===== config.mk =====
export PLATFORM = sky130hd
export DESIGN_NAME = region_perm_check
export DESIGN_NICKNAME = d
export VERILOG_FILES = /design/src/rtl/rpc_pkg.sv /design/src/rtl/rpc_perm_decode.sv /design/src/rtl/rpc_perm_regs.sv /design/src/rtl/region_perm_check.sv
export SDC_FILE = /design/constraint.sdc
export NUM_CORES = 1
export LEC_CHECK = 0
export BUFFER_PORTS_ARGS = -buffer_cell sky130_fd_sc_hd__clkbuf_2
export CORE_MARGIN = 8
export CORE_UTILIZATION = 31
export CTS_CLUSTER_SIZE = 40
export DETAILED_ROUTE_END_ITERATION = 7
export GPL_TIMING_DRIVEN = 0
export SLEW_MARGIN = 15
export SYNTH_ARGS = -nofsm -noshare
export SYNTH_HDL_FRONTEND = slang
export SYNTH_SLANG_ARGS = --single-unit

===== constraint.sdc =====
create_clock -name clk -period 5.35 [get_ports clk]
set_input_delay 0.2675 -clock clk [delete_from_list [all_inputs] [get_ports clk]]
set_output_delay 0.2675 -clock clk [all_outputs]
set_load 0.05 [all_outputs]

===== src/rtl/rpc_pkg.sv =====
package rpc_pkg;
    localparam int WORD_W      = 32;
    localparam int MASTER_W    = 3;
    localparam int N_FULL      = 4;
    localparam int FULL_STRIDE = 6;
    localparam int RW_BASE     = 24;

    typedef enum logic [1:0] {
        ACC_READ  = 2'd0,
        ACC_WRITE = 2'd1,
        ACC_FETCH = 2'd2,
        ACC_RSVD  = 2'd3
    } acc_kind_e;

    // Rights triplet order: {read, write, execute}
    localparam logic [2:0] RIGHT_R = 3'b100;
    localparam logic [2:0] RIGHT_W = 3'b010;
    localparam logic [2:0] RIGHT_X = 3'b001;

    function automatic logic [WORD_W-1:0] rsv_mask();
        logic [WORD_W-1:0] m;
        m = '0;
        for (int i = 0; i < N_FULL; i++) begin
            m[FULL_STRIDE*i + 5] = 1'b1;
        end
        return m;
    endfunction
endpackage


===== src/rtl/rpc_perm_decode.sv =====
module rpc_perm_decode
    import rpc_pkg::*;
(
    input  logic [WORD_W-1:0]   word,
    input  logic [MASTER_W-1:0] master,
    input  logic                super_mode,
    input  logic [1:0]          kind,
    output logic                allow
);
    int         mi;
    logic [2:0] need;
    logic [2:0] urights;
    logic [2:0] rights;
    logic [1:0] scode;
    logic       rd_en;
    logic       wr_en;

    always_comb begin
        mi      = int'(master);
        urights = '0;
        rights  = '0;
        scode   = '0;
        rd_en   = 1'b0;
        wr_en   = 1'b0;
        allow   = 1'b0;
        case (acc_kind_e'(kind))
            ACC_READ:  need = RIGHT_R;
            ACC_WRITE: need = RIGHT_W;
            ACC_FETCH: need = RIGHT_X;
            default:   need = 3'b000;
        endcase
        if (mi < N_FULL) begin
            urights = word[FULL_STRIDE*mi +: 3];
            scode   = word[FULL_STRIDE*mi + 3 +: 2];
            if (super_mode) begin
                case (scode)
                    2'b00:   rights = RIGHT_R | RIGHT_W | RIGHT_X;
                    2'b01:   rights = RIGHT_R | RIGHT_X;
                    2'b10:   rights = RIGHT_R | RIGHT_W;
                    default: rights = urights;
                endcase
            end else begin
                rights = urights;
            end
            allow = |(rights & need);
        end else begin
            wr_en = word[RW_BASE + 2*(mi-N_FULL)];
            rd_en = word[RW_BASE + 2*(mi-N_FULL) + 1];
            case (acc_kind_e'(kind))
                ACC_WRITE:           allow = wr_en;
                ACC_READ, ACC_FETCH: allow = rd_en;
                default:             allow = 1'b0;
            endcase
        end
    end
endmodule


===== src/rtl/rpc_perm_regs.sv =====
module rpc_perm_regs
    import rpc_pkg::*;
#(
    parameter int NUM_REGIONS = 4,
    localparam int SEL_W = (NUM_REGIONS > 1) ? $clog2(NUM_REGIONS) : 1
) (
    input  logic                                clk,
    input  logic                                rst_n,
    input  logic                                wr_en,
    input  logic [SEL_W-1:0]                    wr_sel,
    input  logic [WORD_W-1:0]                   wr_data,
    input  logic [SEL_W-1:0]                    rd_sel,
    output logic [WORD_W-1:0]                   rd_data,
    output logic [NUM_REGIONS-1:0][WORD_W-1:0]  words
);
    localparam logic [WORD_W-1:0] RSV = rsv_mask();

    typedef struct packed {
        logic [NUM_REGIONS-1:0][WORD_W-1:0] w;
    } regs_t;

    regs_t regs_d, regs_q;

    always_comb begin
        regs_d = regs_q;
        if (wr_en && (int'(wr_sel) < NUM_REGIONS)) begin
            regs_d.w[wr_sel] = wr_data & ~RSV;
        end
        rd_data = (int'(rd_sel) < NUM_REGIONS) ? regs_q.w[rd_sel] : '0;
    end

    always_ff @(posedge clk or negedge rst_n) begin
        if (!rst_n) regs_q <= '0;
        else        regs_q <= regs_d;
    end

    assign words = regs_q.w;

    p_hold_r7: assert property (@(posedge clk) disable iff (!rst_n)
        !wr_en |=> $stable(words))
        else $error("words changed without a write");
endmodule


===== src/rtl/region_perm_check.sv =====
module region_perm_check
    import rpc_pkg::*;
#(
    parameter int NUM_REGIONS = 4,
    localparam int SEL_W = (NUM_REGIONS > 1) ? $clog2(NUM_REGIONS) : 1
) (
    input  logic                   clk,
    input  logic                   rst_n,
    input  logic                   cfg_wr_en,
    input  logic [SEL_W-1:0]       cfg_wr_sel,
    input  logic [31:0]            cfg_wr_data,
    input  logic [SEL_W-1:0]       cfg_rd_sel,
    output logic [31:0]            cfg_rd_data,
    input  logic                   req_valid,
    input  logic [2:0]             req_master,
    input  logic                   req_super,
    input  logic [1:0]             req_kind,
    input  logic [NUM_REGIONS-1:0] region_hit,
    output logic                   rsp_valid,
    output logic                   rsp_grant,
    output logic                   rsp_error
);
    logic [NUM_REGIONS-1:0][WORD_W-1:0] words;
    logic [NUM_REGIONS-1:0]             allow_vec;
    logic                               any_grant;

    typedef struct packed {
        logic valid;
        logic grant;
        logic error;
    } rsp_t;

    rsp_t rsp_d, rsp_q;

    rpc_perm_regs #(.NUM_REGIONS(NUM_REGIONS)) u_regs (
        .clk     (clk),
        .rst_n   (rst_n),
        .wr_en   (cfg_wr_en),
        .wr_sel  (cfg_wr_sel),
        .wr_data (cfg_wr_data),
        .rd_sel  (cfg_rd_sel),
        .rd_data (cfg_rd_data),
        .words   (words)
    );

    for (genvar g = 0; g < NUM_REGIONS; g++) begin : g_region
        rpc_perm_decode u_dec (
            .word       (words[g]),
            .master     (req_master),
            .super_mode (req_super),
            .kind       (req_kind),
            .allow      (allow_vec[g])
        );
    end

    always_comb begin
        any_grant   = |(allow_vec & region_hit);
        rsp_d       = '0;
        rsp_d.valid = req_valid;
        rsp_d.grant = req_valid &  any_grant;
        rsp_d.error = req_valid & ~any_grant;
    end

    always_ff @(posedge clk or negedge rst_n) begin
        if (!rst_n) rsp_q <= '0;
        else        rsp_q <= rsp_d;
    end

    assign rsp_valid = rsp_q.valid;
    assign rsp_grant = rsp_q.grant;
    assign rsp_error = rsp_q.error;

    p_pulse_r6: assert property (@(posedge clk) disable iff (!rst_n)
        req_valid |=> rsp_valid)
        else $error("no verdict after request");
    p_quiet_r6: assert property (@(posedge clk) disable iff (!rst_n)
        !req_valid |=> !rsp_valid && !rsp_grant && !rsp_error)
        else $error("verdict without request");
    p_excl_r6: assert property (@(posedge clk) disable iff (!rst_n)
        rsp_valid |-> $countones({rsp_grant, rsp_error}) == 1)
        else $error("grant and error not exclusive");
    p_nohit_r5: assert property (@(posedge clk) disable iff (!rst_n)
        (req_valid && region_hit == '0) |=> rsp_error)
        else $error("grant with no region hit");
    p_rsvd_r9: assert property (@(posedge clk) disable iff (!rst_n)
        (req_valid && req_kind == 2'd3) |=> rsp_error)
        else $error("reserved kind granted");
endmodule


* Word-level counts from Yosys, hierarchy flattened
Cells that the tools add are included.
** Word-level totals
- Register bits :: 131
- Word-level logic and storage cells :: 106
** Operators by class
- Add/subtract/negate cells :: 4
- Multipliers :: 1
- $lt $le $gt $ge :: 6
- Eq/ne operators :: 10
- Shifts and indexed selects :: 8
- Multiplexer cells :: 50
- Bitwise operators :: 8
- Reductions and logical operators :: 12
** Operator list (number)
- 128-bit bitwise mux :: 1
- 32-bit by 32-bit indexed part select with 2-bit output :: 4
- 32-bit by 32-bit indexed part select with 3-bit output :: 3
- 32-bit binary-select mux with 2-bit select :: 1
- 32-bit demux with 2-bit select :: 1
- 32-bit by 7-bit less-than comparator with 1-bit output (second input constant) :: 2
- 32-bit 2-to-1 mux :: 2
- 3-bit case mux with 3 select lines :: 5
- 1-bit binary-select mux with 5-bit select :: 8
- 32-bit by 2-bit adder with 32-bit output (second input constant) :: 1
- 32-bit by 3-bit adder with 32-bit output (second input constant) :: 1
- 6-bit by 32-bit adder with 32-bit output (first input constant) :: 1
- 32-bit by 7-bit indexed part select with 3-bit output :: 1
- 3-bit 2-to-1 mux :: 8
- 1-bit 2-to-1 mux :: 20
- 3-bit bitwise AND :: 4
- 3-bit OR reduction :: 4
- 2-bit by 1-bit equality test with 1-bit output (second input constant) :: 5
- 2-bit equality test (second input constant) :: 5
- 2-bit logical NOT :: 5
- 1-bit case mux with 2 select lines :: 4
- 2-bit by 3-bit less-than comparator with 1-bit output (second input constant) :: 2
- 2-bit by 3-bit multiplier with 5-bit output (first input constant) :: 1
- 4-bit bitwise AND :: 1
- other kinds (8) :: 9

* Depth between registers and ports, before layout
- Word-level depth :: 14
- Mapped depth :: 13

* Hierarchy
From an unflattened synthesis, not the netlist that was laid out.
** Unflattened totals
- Cell total of the unflattened synthesis :: 425
- Area, all modules :: 6710.2 sq um
** By module, submodules not included
- rpc_perm_regs :: times used 1, cells each 294, area each 5410.2 sq um, seq. area each 2802.7 sq um
- rpc_perm_decode :: times used 4, cells each 31, area each 296.5 sq um, seq. area each 0.0 sq um
- region_perm_check :: times used 1, cells each 7, area each 113.9 sq um, seq. area each 75.1 sq um

* Worst setup path after synthesis
OpenSTA, ideal clock, no wires.
- Kind :: input to register
- Start point :: input port req_master[1]
- End point :: register rsp_q, in the netlist rsp_grant
- Library setup time :: 0.119 ns
- Arrival time :: 3.313 ns
- Required time :: 5.231 ns
- Path slack :: 1.918 ns
- Cell stages on the path :: 13
- Cell sequence :: buf_2 clkinv_1 ha_1 buf_6 buf_6 mux2_2 a221oi_1 nor3_1 o311ai_1 nand2_1 a32o_1 or4_4 o21a_1
** RTL lines
- from (decl) :: line region_perm_check.sv:15 : input logic [2:0] req_master,
- to (signal assigned) :: line region_perm_check.sv:66 : else rsp_q <= rsp_d;
- to (decl) :: line region_perm_check.sv:33 : rsp_t rsp_d, rsp_q;

==> impl_results.md <==
- Outcome: complete, no violations
- IO Count: 85
- Area grow syn2layout: 19.4%
- Worst reg2reg path depth: 7
- Synth area leaders: dfrtp_1 (40%), mux2_2 (20%), mux4_2 (18%)
- Design Area, Final: 8510 µm²
- Hold Path Depth: 2
- #FFs+latches synth: 115
- Fin Clk Skew: 0.00596 ns
- Largest net degree at the start of global routing: 65
- Top FF cell, synth: dfrtp_1
- Setup violators final: 0
- Max_slew headroom: 0.285
- Vias after detailed routing: 5424
- Post-CTS Setup Bufs: 0
- Crit Path Class: input port to register
- Hold Path Class: input port to register
- RSZ-0062 raised after global routing: false
- Std cell rows: 55
- Starting density of the core: 0.315
- Leakage: 3.48 nW
- Hold_sp: cfg_wr_data[18]
- Worst R2R Setup Slack: 2.43 ns
- Total GRT Usage: 0.180
- Vias per inst: 5.89
- CP endpoint kind: register
- Distinct cells, synth: 61
- Ant diodes: 0
- Cell family with most CP delay: buffers and inverters
- Post-DRT Antenna Nets: 0
- Worst reg2reg startpoint: u_regs.words[127]
- Hold_ws: 0.117 ns
- Hold Path Sink: u_regs.words[82]
- Router iterations before antenna repair: 5
- Ys Warns: 0
- Maxcap violations: 0
- Worst-path fanout max: 11
- WL/cell: 26.9 µm
- DRT iter0 DRCs: 449
- Crit path DAT: 4.84 ns
- Post-placement cell area: 7910 µm²
- Final net count: 678
- Mapped Area: 7130 µm²
- Total Wirelength: 24700 µm
- Ys async rst share: 1.00
- Port Buffers: 74
- Initial antenna violation count: 0
- R2r endpoint: rsp_grant
- CTS H-tree depth: 4
- CP cell instances: clkbuf_2 > buf_2 > clkinv_1 > ha_1 > xnor2_1 > clkbuf_1 > mux4_2 > mux2i_1 > nor4_1 > o21ai_1 > a2111oi_0 > nor3b_1 > o21a_1
- Most frequent cells in the layout: mux2_2 (124), dfrtp_1 (115), clkbuf_2 (73)
- Vias in the first global route: 5637
- Worst path bufs/invs: 4
- CTS Buf Count: 17
- Fin crit period: 4.52 ns
- Root buf cell: clkbuf_16
- CTS tree: built
- DRC Markers: 0
- Startpoint types: input port
- Yosys top cell area share: 0.404
- CORE AREA: 22600 µm²
- Avg Synthesized Cell Area: 13.6 µm²
- Critical Path Slowest Stage Cell: xnor2_1
- Bufs on Longest Clock Path: 2
- Synth area leader: dfrtp_1
- First-pass GRT wire length: 37400 µm
- Critical path startpoint: req_master[1]
- Clk_lat worst skew: 0.43 ns
- Layout fillers: 2209
- Worst slew pin tran: 1.07 ns
- Final hold violations: 0
- Clock sinks: 115
- P per Cell Area: 403 nW/µm²
- Die height: 168 µm
- Die width: 168 µm
- Max Slew Vio Count: 0
- Commonest non-fill, non-tap cell in the layout: mux2_2
- Setup TNS: 0 ns
- Post-synth EDFFs: 0
- Util after Layout: 0.376
- Crit-path max cell delay: 0.77 ns
- Crit share post-route: 0.846
- Grt ovf: 0
- Layout cells sized above 1: 0.489
- HPWL after DPL: 18600 µm
- Placer congestion estimate: 0.955
- WP data required: 5.66 ns
- Area of the die: 28100 µm²
- Seq/Total Area, Yosys: 0.404
- CTS clk-pin slew, worst paths: 0.06 ns
- Fmax: 221 MHz
- Peak supply drop: 0.160 mV
- Synth Instances: 524
[through the flow]
stage	total power (W)	setup slack [ns]	instances
after floorplan	0.00193	1.92	527
after global placement	0.00228	0.625	886
after detailed placement	0.00230	0.645	887
after CTS	0.00344	1.05	921
after global routing	0.00356	0.701	921
final	0.00343	0.826	921
[layer usage]
metal  vias up  global-route usage  part of all wire
li1       2286                   -                 -
met1      2833               0.239              0.44
met2       263               0.276              0.46
met3        42              0.0442             0.076
met4         0              0.0780             0.028
met5         -                   0                 0
[flip-flops by register name, indices dropped and copies added, names as in the netlist]
signal        cells
rsp_error         1
rsp_grant         1
rsp_valid         1
u_regs.words    112
[final cells by class]
| class | instances | area, µm² | area share |
|---|---|---|---|
| buffer | 42 | 233 | 0.0273 |
| multi-input combinational | 363 | 4010 | 0.471 |
| sequential | 115 | 2880 | 0.338 |
| clock buffer | 20 | 457 | 0.0537 |
| inverter | 7 | 26.3 | 0.00309 |
| tap | 285 | 357 | 0.0419 |
| clock inverter | 12 | 129 | 0.0151 |
| timing repair buffer | 77 | 427 | 0.0501 |
[worst register-to-register path, stage by stage (launching register included)]
cell and delay (ns):
dfrtp_1 0.45, mux4_2 0.52, a221o_1 0.38, a31oi_1 0.26, mux2i_1 0.11, a2111oi_0 0.69
nor3b_1 0.18, o21a_1 0.21
[synthesized netlist by cell type, types with 4 or more instances]
master and number:
mux2i_1 22, nor2_1 21, mux4_2 57, dfrtp_1 115
clkbuf_1 15, buf_6 6, nand3_1 6, buf_1 9
inv_1 5, buf_2 6, nor2b_1 4, o21ai_0 6
nand3b_1 5, ha_1 4, mux2_2 124, a211oi_1 5
a221oi_1 14, buf_4 6, nor3_1 6, a21oi_1 12
nand2_1 10
[power by group]
part	leakage, nW	internal [W]	switching (W)	total [W]
Clock	0.283	0.000709	0.000427	0.00114
Combinational	1.83	0.000462	0.000580	0.00104
Sequential	1.36	0.00103	0.000219	0.00125
[what timing repair did]
item                      CTS  global route
hold endpoints to repair   52             0
hold buffers                2             0
resized for setup           0             0
[logic make-up after synthesis]
family | count (synthesis) | share of synthesized area
compound gates | 81 | 0.0872
buf+inv | 49 | 0.0363
other cells | 1 | 0.000526
mux | 203 | 0.407
simple gates | 65 | 0.0476
xor+xnor | 5 | 0.00825
flops | 115 | 0.404
fa+ha+maj | 5 | 0.00983
[worst max-delay path by stage]
stage	depth (start not counted)	endpoint
4_1_cts	13	rsp_grant
3_3_place_gp	13	rsp_grant
2_1_floorplan	13	rsp_grant
6_report	13	rsp_grant
5_1_grt	13	rsp_grant
3_5_place_dp	13	rsp_grant
No activity file was read; power rests on OpenSTA's default activity.
